## src/rtl/kvp_pkg.sv

```systemverilog
package kvp_pkg;

  typedef struct packed {
    logic capture;
    logic isInsert;
    logic writeEn;
  } kvpStrobe_t;

endpackage

```

## src/rtl/kvp_ctrl.sv

```systemverilog
module kvp_ctrl
  import kvp_pkg::*;
(
  input  logic       clk,
  input  logic       rstN,
  input  logic       reqValid,
  input  logic       reqWrite,
  input  logic       rspReady,
  input  logic       matchAny,
  input  logic       rowFull,
  output logic       reqReady,
  output logic       rspValid,
  output kvpStrobe_t strobe
);

  logic accept;

  assign reqReady = !rspValid || rspReady;
  assign accept   = reqValid && reqReady;

  always_comb begin
    strobe          = '0;
    strobe.capture  = accept;
    strobe.isInsert = reqWrite;
    strobe.writeEn  = accept && reqWrite && (matchAny || !rowFull);
  end

  always_ff @(posedge clk or negedge rstN) begin
    if (!rstN) begin
      rspValid <= 1'b0;
    end else if (accept) begin
      rspValid <= 1'b1;
    end else if (rspReady) begin
      rspValid <= 1'b0;
    end
  end

endmodule

```

## src/rtl/kvp_datapath.sv

```systemverilog
module kvp_datapath
  import kvp_pkg::*;
#(
  parameter int KEY_W   = 8,
  parameter int VAL_W   = 8,
  parameter int BUCKETS = 3,
  parameter int LINKS   = 2
) (
  input  logic             clk,
  input  logic             rstN,
  input  kvpStrobe_t       strobe,
  input  logic [KEY_W-1:0] reqKey,
  input  logic [VAL_W-1:0] reqVal,
  output logic             matchAny,
  output logic             rowFull,
  output logic             rspHit,
  output logic             rspFull,
  output logic [VAL_W-1:0] rspData
);

  localparam int BKT_W  = (BUCKETS > 1) ? $clog2(BUCKETS) : 1;
  localparam int LINK_W = (LINKS > 1) ? $clog2(LINKS) : 1;

  logic [KEY_W-1:0] keyMem   [BUCKETS][LINKS];
  logic [VAL_W-1:0] valMem   [BUCKETS][LINKS];
  logic             validMem [BUCKETS][LINKS];

  logic [BKT_W-1:0]  rowIdx;
  logic [LINKS-1:0]  slotMatch;
  logic [LINKS-1:0]  slotValid;
  logic [VAL_W-1:0]  slotMasked [LINKS];
  logic [VAL_W-1:0]  orValue;
  logic [LINK_W-1:0] matchIdx;
  logic [LINK_W-1:0] freeIdx;
  logic [LINK_W-1:0] wrSlot;

  // Row select: key modulo bucket count.
  assign rowIdx = BKT_W'(reqKey % KEY_W'(BUCKETS));

  // Compare every slot of the selected row at once, and mask the
  // values of the slots that do not match.
  for (genvar l = 0; l < LINKS; l++) begin : g_probe
    assign slotValid[l]  = validMem[rowIdx][l];
    assign slotMatch[l]  = slotValid[l] && (keyMem[rowIdx][l] == reqKey);
    assign slotMasked[l] = slotMatch[l] ? valMem[rowIdx][l] : '0;
  end

  always_comb begin
    orValue = '0;
    for (int l = 0; l < LINKS; l++) begin
      orValue = orValue | slotMasked[l];
    end
  end

  assign matchAny = |slotMatch;
  assign rowFull  = &slotValid;

  // Slot indices: the matching slot, and the lowest free slot.
  always_comb begin
    matchIdx = '0;
    freeIdx  = '0;
    for (int l = LINKS - 1; l >= 0; l--) begin
      if (slotMatch[l]) matchIdx = LINK_W'(l);
      if (!slotValid[l]) freeIdx = LINK_W'(l);
    end
  end

  assign wrSlot = matchAny ? matchIdx : freeIdx;

  for (genvar b = 0; b < BUCKETS; b++) begin : g_row
    for (genvar l = 0; l < LINKS; l++) begin : g_slot
      logic hitThis;
      assign hitThis = strobe.writeEn && (rowIdx == BKT_W'(b)) && (wrSlot == LINK_W'(l));

      always_ff @(posedge clk or negedge rstN) begin
        if (!rstN) begin
          validMem[b][l] <= 1'b0;
        end else if (hitThis) begin
          validMem[b][l] <= 1'b1;
        end
      end

      always_ff @(posedge clk) begin
        if (hitThis) begin
          keyMem[b][l] <= reqKey;
          valMem[b][l] <= reqVal;
        end
      end
    end
  end

  always_ff @(posedge clk or negedge rstN) begin
    if (!rstN) begin
      rspHit  <= 1'b0;
      rspFull <= 1'b0;
      rspData <= '0;
    end else if (strobe.capture) begin
      rspHit  <= matchAny;
      rspFull <= strobe.isInsert && !matchAny && rowFull;
      rspData <= strobe.isInsert ? '0 : orValue;
    end
  end

endmodule

```

## src/rtl/kv_probe_table.sv

```systemverilog
module kv_probe_table
  import kvp_pkg::*;
#(
  parameter int KEY_W   = 8,
  parameter int VAL_W   = 8,
  parameter int BUCKETS = 3,
  parameter int LINKS   = 2
) (
  input  logic             clk,
  input  logic             rstN,
  input  logic             reqValid,
  output logic             reqReady,
  input  logic             reqWrite,
  input  logic [KEY_W-1:0] reqKey,
  input  logic [VAL_W-1:0] reqVal,
  output logic             rspValid,
  input  logic             rspReady,
  output logic             rspHit,
  output logic             rspFull,
  output logic [VAL_W-1:0] rspData
);

  kvpStrobe_t strobe;
  logic       matchAny;
  logic       rowFull;

  kvp_ctrl i_ctrl (
    .clk      (clk),
    .rstN     (rstN),
    .reqValid (reqValid),
    .reqWrite (reqWrite),
    .rspReady (rspReady),
    .matchAny (matchAny),
    .rowFull  (rowFull),
    .reqReady (reqReady),
    .rspValid (rspValid),
    .strobe   (strobe)
  );

  kvp_datapath #(
    .KEY_W   (KEY_W),
    .VAL_W   (VAL_W),
    .BUCKETS (BUCKETS),
    .LINKS   (LINKS)
  ) i_dp (
    .clk      (clk),
    .rstN     (rstN),
    .strobe   (strobe),
    .reqKey   (reqKey),
    .reqVal   (reqVal),
    .matchAny (matchAny),
    .rowFull  (rowFull),
    .rspHit   (rspHit),
    .rspFull  (rspFull),
    .rspData  (rspData)
  );

endmodule

```

## config.mk

```make
export PLATFORM = sky130hd
export DESIGN_NAME = kv_probe_table
export DESIGN_NICKNAME = d
export VERILOG_FILES = /design/src/rtl/kvp_pkg.sv /design/src/rtl/kvp_ctrl.sv /design/src/rtl/kvp_datapath.sv /design/src/rtl/kv_probe_table.sv
export SDC_FILE = /design/constraint.sdc
export NUM_CORES = 1
export LEC_CHECK = 0
export BUFFER_PORTS_ARGS = -buffer_cell sky130_fd_sc_hd__buf_2
export CAP_MARGIN = 20
export CELL_PAD_IN_SITES_DETAIL_PLACEMENT = 0
export CELL_PAD_IN_SITES_GLOBAL_PLACEMENT = 1
export CORE_UTILIZATION = 35
export DETAILED_ROUTE_END_ITERATION = 8
export PLACE_DENSITY_LB_ADDON = 0.1
export SKIP_CTS_REPAIR_TIMING = 1
export SYNTH_ARGS = -nofsm -noshare
export SYNTH_HDL_FRONTEND = slang
export SYNTH_SLANG_ARGS = --single-unit
```

## constraint.sdc

```tcl
create_clock -name clk -period 3.3 [get_ports clk]
set_input_delay 0.33 -clock clk [delete_from_list [all_inputs] [get_ports clk]]
set_output_delay 0.33 -clock clk [all_outputs]
set_load 0.02 [all_outputs]
```

# Word-level counts from Yosys, hierarchy flattened
# Memory sizes are Yosys's and may differ from the RTL's.
# Cells that the tools add are included.
# Widths: inputs -> output; s select.
[word_totals]
regBits = 17
latchBits = 0
mem_bits_rw = 96
romBits = 0
inputBits = 21
out_inout_bits = 12
elab_cells = 87
n_memories = 2
[mem_list]
columns = ["name", "words", "word_bits", "rd", "rd_ports_with_merged_regs", "wr", "line_no", "text"]
rows = [
  ["i_dp.keyMem", 3, 16, 1, 0, 1, "kvp_datapath.sv:24", "logic [KEY_W-1:0] keyMem [BUCKETS][LINKS];"],
  ["i_dp.valMem", 3, 16, 1, 0, 1, "kvp_datapath.sv:25", "logic [VAL_W-1:0] valMem [BUCKETS][LINKS];"],
]
[op_classes]
n_addsub = 0
n_mul = 0
n_div = 1
magnitude_cmp = 1
eq_ne = 4
shifts = 0
mux = 37
n_bitwise = 3
n_reduce_logical = 29
[ops]
columns = ["cell", "n"]
rows = [
  ["$mux 16", 4],
  ["$reduce_or 16->1", 4],
  ["$mux 8", 3],
  ["$mux 2", 10],
  ["$mux 1", 19],
  ["$eq 8x8->1", 2],
  ["$logic_and 1x1->1", 16],
  ["$mod 8x2->8 const B", 1],
  ["$or 8x8->8", 1],
  ["$bmux 2 s2", 1],
  ["$ge 3x3->1 const B", 1],
  ["$logic_not 1->1", 3],
  ["$not 2->3", 1],
  ["$eq 2x1->1 const B", 1],
  ["$eq 2x2->1 const B", 1],
  ["$logic_not 2->1", 1],
  ["$logic_or 1x1->1", 2],
  ["$reduce_and 2->1", 1],
  ["$reduce_bool 2->1", 1],
  ["$reduce_or 2->1", 1],
  ["$not 1->1", 1],
]

# Depth between registers and ports, before layout
[depth]
ltp_word = 16
depth_mapped = 26
mapped_depth_nobuf = 22

# Hierarchy
# Synthesis repeated with hierarchy kept, for this count alone.
[hier_totals]
hier_cells = 553
area_unflattened_um2 = 6167.2
[by_module_without_submodules]
columns = ["mod", "n_inst", "cells_each", "area_each_um2", "seq_area_each_um2"]
rows = [
  ["kvp_datapath", 1, 545, 6085.8, 3283.1],
  ["kvp_ctrl", 1, 8, 81.3, 25.0],
]

# Worst setup path after synthesis
# Ideal clock, no wire load.
[synth_timing]
path_kind = "input to register"
from = "input reqKey[4]"
to = "memory i_dp.keyMem[2][0] in the netlist's numbering, enable pin"
setup_ns = 0.413
t_arrival_ns = 6.043
required_ns = 2.887
slack_ns = -3.156
cell_stages = 23
path_buffers = 3
cell_sequence = "buf_2 > nor3b_1 > a211o_1 > a22oi_2 > and2_4 > inv_1 > ha_1 > a221oi_2 > a21oi_1 > a31oi_4 > inv_2 > buf_6 > ha_1 > or3_1 > a211oi_4 > nor2_1 > buf_2 > o211ai_1 > mux2i_1 > o2111ai_1 > nor4_4 > nor2b_1 > nor3b_1"
[synth_between]
elab_cells_between_ends = 48
classes_between = "1 x div; 4 x eq/ne; 22 x mux; 2 x bitwise; 18 x reduce/logical; 1 x memory"
[synth_lines]
columns = ["element", "line_no", "text"]
rows = [
  ["from (decl)", "kv_probe_table.sv:14", "input logic [KEY_W-1:0] reqKey,"],
  ["branches (longest 10 deep; another with $mem_v2 3x16)", "--", ""],
  ["$logic_and 1x1->1 (*)", "kvp_datapath.sv:73", "assign hitThis = strobe.writeEn && (rowIdx == BKT_W'(b)) && (wrSlot == LINK_W'(l));"],
  ["net i_dp.g_row[2].g_slot[1].hitThis", "kvp_datapath.sv:72", "logic hitThis;"],
  ["$mux 1 (*)", "kvp_datapath.sv:84", "if (hitThis) begin"],
  ["$mux 1 (not written as such) (*)", "kvp_datapath.sv:85", "keyMem[b][l] <= reqKey;"],
  ["$reduce_or 16->1 (no source line)", "--", ""],
  ["$mux 2 (no source line)", "--", ""],
  ["to (decl)", "kvp_datapath.sv:24", ""],
]
# Mark *: on every way through the listed nets, which the timed path passes. The select of a mux whose other input is x is not followed.

# Worst setup path after layout
[layout_timing]
from = "input reqKey[2]"
to = "memory i_dp.valMem[0][3] in the netlist's numbering, enable pin"
[layout_between]
elab_cells_between_ends = 48
classes_between = "1 x div; 4 x eq/ne; 22 x mux; 2 x bitwise; 18 x reduce/logical; 1 x memory"
[layout_lines]
columns = ["element", "line_no", "text"]
rows = [
  ["branches (longest 10 deep; another with $mem_v2 3x16)", "--", ""],
  ["$logic_and 1x1->1 (*)", "kvp_datapath.sv:73", ""],
  ["net i_dp.g_row[0].g_slot[1].hitThis", "kvp_datapath.sv:72", ""],
  ["$mux 1 (*)", "kvp_datapath.sv:84", ""],
  ["$mux 1 (not written as such) (*)", "kvp_datapath.sv:86", "valMem[b][l] <= reqVal;"],
  ["$mux 2 (no source line) (*) (2 in a row)", "--", ""],
  ["to (decl)", "kvp_datapath.sv:25", ""],
]
# Marks and branches as above.

==> impl_metrics.json <==
{
  "drt_pre_antenna_iters": 5,
  "worstPathMaxFanout": 8,
  "netlist-cell-type-count": 74,
  "drt_wl_total_mm": 16.7,
  "max_slew.worst_pin.slew_ps": 670,
  "classification_of_the_worst_slack_hold_path": "input port to flop",
  "drv.max_cap_violation_count": 0,
  "postSynth.asyncResetShare_pct": 15.0,
  "via_per_inst": 5.33,
  "worstReg2RegStart": "i_dp.keyMem[1][6]",
  "cts.sinks": 113,
  "coreArea_um2": 15900,
  "synthDominantCellAreaShare_pct": 50.6,
  "antenna_left": 0,
  "timing.final.max_slew_violations": 0,
  "layout_setup_ws_ps": -1430,
  "min_delay_path_depth": 2,
  "buffer_type_at_the_clock_tree_root": "sky130_fd_sc_hd__clkbuf_16",
  "critical_path.startpoint_type": "input port",
  "port_buffer_cells": 32,
  "drive_gt1_share_pct": 37.1,
  "insertion_delay_ps": 420,
  "mappedNetlistArea_um2": 5700,
  "grt_first_pass_wirelength_mm": 25.5,
  "final_core_util_pct": 49.7,
  "first_global_vias": 4374,
  "h_tree_level_count": 4,
  "synth.top_cells.by_area": "sky130_fd_sc_hd__edfxtp_1 (51%), sky130_fd_sc_hd__dfrtp_1 (7.5%), sky130_fd_sc_hd__mux2i_1 (4.9%)",
  "postSynth.topFlopCell": "sky130_fd_sc_hd__edfxtp_1",
  "gp_routability_congestion": 0.839,
  "syn_to_final_growth_pct": 38.5,
  "critical_path.most_common_cell": "sky130_fd_sc_hd__buf_4",
  "cp_slowest_cell": "sky130_fd_sc_hd__or3_4",
  "yosys-mux-area-fraction_pct": 6.10,
  "run_status": "complete, but fails checks",
  "setup_violating_endpoint_count_in_the_final_report": 112,
  "initial_antenna_violation_count": 0,
  "clk_pin_slew_worst_paths_ps": 50,
  "grt_usage_pct": 21.0,
  "relSlewSlack_pct": 55.1,
  "postSynthRegisterBits": 113,
  "grt_overflow_total": 0,
  "number_of_cells_on_the_worst_reg_to_reg_path": 8,
  "number_of_synthesized_flops_with_an_enable_pin": 96,
  "end_kind": "flop",
  "violations": "negative setup slack",
  "nets_in_the_synthesized_netlist": 499,
  "hpwlAfterDp_mm": 11.7,
  "synth_top_family_by_area": "compound AO/OA/AOI/OAI gates",
  "finalWorstPathRequiredPeriod_ps": 4730,
  "core.rowCount": 46,
  "antenna-diode-count": 0,
  "design_power_total_mw": 4.82,
  "pwr_density_cell_nw_per_um2": 611,
  "dr_total_vias": 4527,
  "tritoncts_clock_tree": "done",
  "grt_start_max_net_pins": 35,
  "final.period_utilization_pct": 143,
  "power.leakage_nw": 2.99,
  "worst-endpoint-arrival_ps": 4870,
  "worst_path_largest_cell_delay_ps": 420,
  "synth_cells": 476,
  "routed_wire_length_per_instance_um": 19.7,
  "setup.reg_to_reg.worst_slack_ps": 460,
  "die_width_um": 130,
  "finalHoldViolCount": 0,
  "cts-root-to-sink-buffers": 2,
  "route.detailed.drc": 0,
  "ioPinCount": 33,
  "crit_path_cell_trace": "buf_2, xor2_1, a31oi_4, a22oi_2, and2_4, inv_2, ha_4, a221oi_4, a21oi_2, a31oi_4, inv_2, ha_4, or3_4, a211oi_4, buf_4, buf_4, nor3_2, buf_4, o211ai_1, nand2_2, or2_2, nor2b_4, nor3b_4, clkbuf_16",
  "ir_drop_uv": 374,
  "critPathKind": "input port to flop",
  "initial_utilization_pct": 35.9,
  "cts_made_buffers": 17,
  "achievable-frequency_ghz": 0.211,
  "yosysWarningCount": 0,
  "worst_clock_skew_ps": 9.09,
  "synth.largest_area_cell": "sky130_fd_sc_hd__edfxtp_1",
  "synth-xor-area-share_pct": 1.54,
  "hold_path_startpoint": "reqValid",
  "worstPathRequired_ps": 3440,
  "dieHeight_um": 130,
  "nNetsFinal": 643,
  "simple_gate_share_of_the_synthesized_area_pct": 13.2,
  "synthAdderAreaFrac_pct": 0.439,
  "synth_compound_gate_area_share_pct": 17.2,
  "rr_endpoint": "i_dp.valMem[0][3]",
  "worst_setup_path_startpoint": "reqKey[2]",
  "synth_seq_area_share_pct": 58.1,
  "syn-mean-instance-area_um2": 12.0,
  "die-area_um2": 16800,
  "initialDrtViolationCount": 423,
  "rsz_0062_raised_after_global_routing": "true",
  "min_to": "i_ctrl.rspValid"
}
==> critical path, delay by kind of cell <==
| family | cells | cell delay, ps |
|---|---|---|
| AOI/OAI and AO/OA | 7 | 1340 |
| adders and majority gates | 2 | 310 |
| and+or+nand+nor | 7 | 1610 |
| buffers and inverters | 7 | 960 |
| xor gates and xnor gates | 1 | 330 |
==> flip-flops by register name, summed over array words and instances, names as in the netlist <==
name             flops
i_dp.rspData         8
i_dp.rspHit          1
i_ctrl.rspValid      1
i_dp.valMem         48
i_dp.keyMem         48
i_dp.validMem        6
i_dp.rspFull         1
==> cell usage in the layout (no fill, tap or decap), drive strengths merged, types with 4 or more instances in the layout <==
master,instances
edfxtp,96
a21oi,21
nor2,43
a221oi,4
o21ai,21
nand2,26
o31ai,9
a22oi,4
mux2i,28
nand3b,4
or3,8
and2,7
mux2,4
nand2b,6
a31oi,9
o22ai,11
a32oi,8
nand3,10
xnor2,7
clkinv,5
dfrtp,17
nor3,8
buf,147
a211o,5
inv,22
o221ai,5
o2111ai,6
and3,4
clkbuf,20
nor4,5
o211ai,11
nor3b,4
a211oi,7
==> worst max path at each step <==
stage	endpoint	slack [ps]	cells past startpoint
after global placement	i_dp.keyMem[0][6]	-1880	23
after floorplan	i_dp.keyMem[0][0]	-2250	23
final	i_dp.valMem[0][3]	-1430	24
after CTS	i_dp.keyMem[1][7]	-1510	21
after global routing	i_dp.valMem[0][3]	-1610	23
after detailed placement	i_dp.keyMem[1][6]	-1940	21
==> metal layers <==
layer  part of all wire (%)  track usage [%]  vias up
met5                      0                0        -
met4                    1.5             7.05        0
met3                    4.7             4.87       20
met2                     44             30.4      104
met1                     49             30.8     2250
li1                       -                -     2153
==> synthesized netlist by cell type, drive strengths merged, types with 6 or more instances <==
| cell | count |
|---|---|
| edfxtp | 96 |
| nor2 | 43 |
| mux2i | 28 |
| nand2 | 26 |
| a21oi | 21 |
| o21ai | 21 |
| inv | 18 |
| dfrtp | 17 |
| buf | 16 |
| o211ai | 11 |
| o22ai | 11 |
| nand3 | 10 |
| a31oi | 9 |
| clkbuf | 9 |
| o31ai | 9 |
| a32oi | 8 |
| nor3 | 8 |
| or3 | 8 |
| a211oi | 7 |
| and2 | 7 |
| xnor2 | 7 |
| nand2b | 6 |
| o2111ai | 6 |
==> per-stage QoR <==
step | setup slack, ps | cell area (um2) | setup TNS (ps) | hold WS (ps) | cells
CTS | -1510 | 7590 | -160420 | -156 | 835
detailed placement | -1940 | 6980 | -208890 | 298 | 803
floorplan | -2250 | 5850 | -228600 | 34.4 | 476
global route | -1610 | 7890 | -169670 | 134 | 849
global placement | -1880 | 6980 | -202320 | 290 | 803
finish | -1430 | 7890 | -146580 | 127 | 849
==> where the power goes <==
part / internal [mW] / leakage, nW / switching [mW] / total, mW
logic: 0.592 / 1.63 / 0.691 / 1.28
clock network: 1.20 / 0.287 / 0.697 / 1.89
registers: 1.62 / 1.07 / 0.0300 / 1.65
==> logic make-up after synthesis <==
group,Yosys count
DFF,113
and+or+nand+nor,140
muxes,33
xor gates and xnor gates,10
adders and majority gates,2
AOI/OAI and AO/OA,134
buffers and inverters,44
==> area by class of cell <==
class | instances | area [um2]
tap | 216 | 270
multi-input combinational | 319 | 2450
sequential | 113 | 3310
timing repair buffer | 150 | 1180
clock inverter | 14 | 180
fill | 1434 | 7990
clock buffer | 18 | 429
inverter | 19 | 71.3
Note: power is estimated with default switching activity, not from simulation.
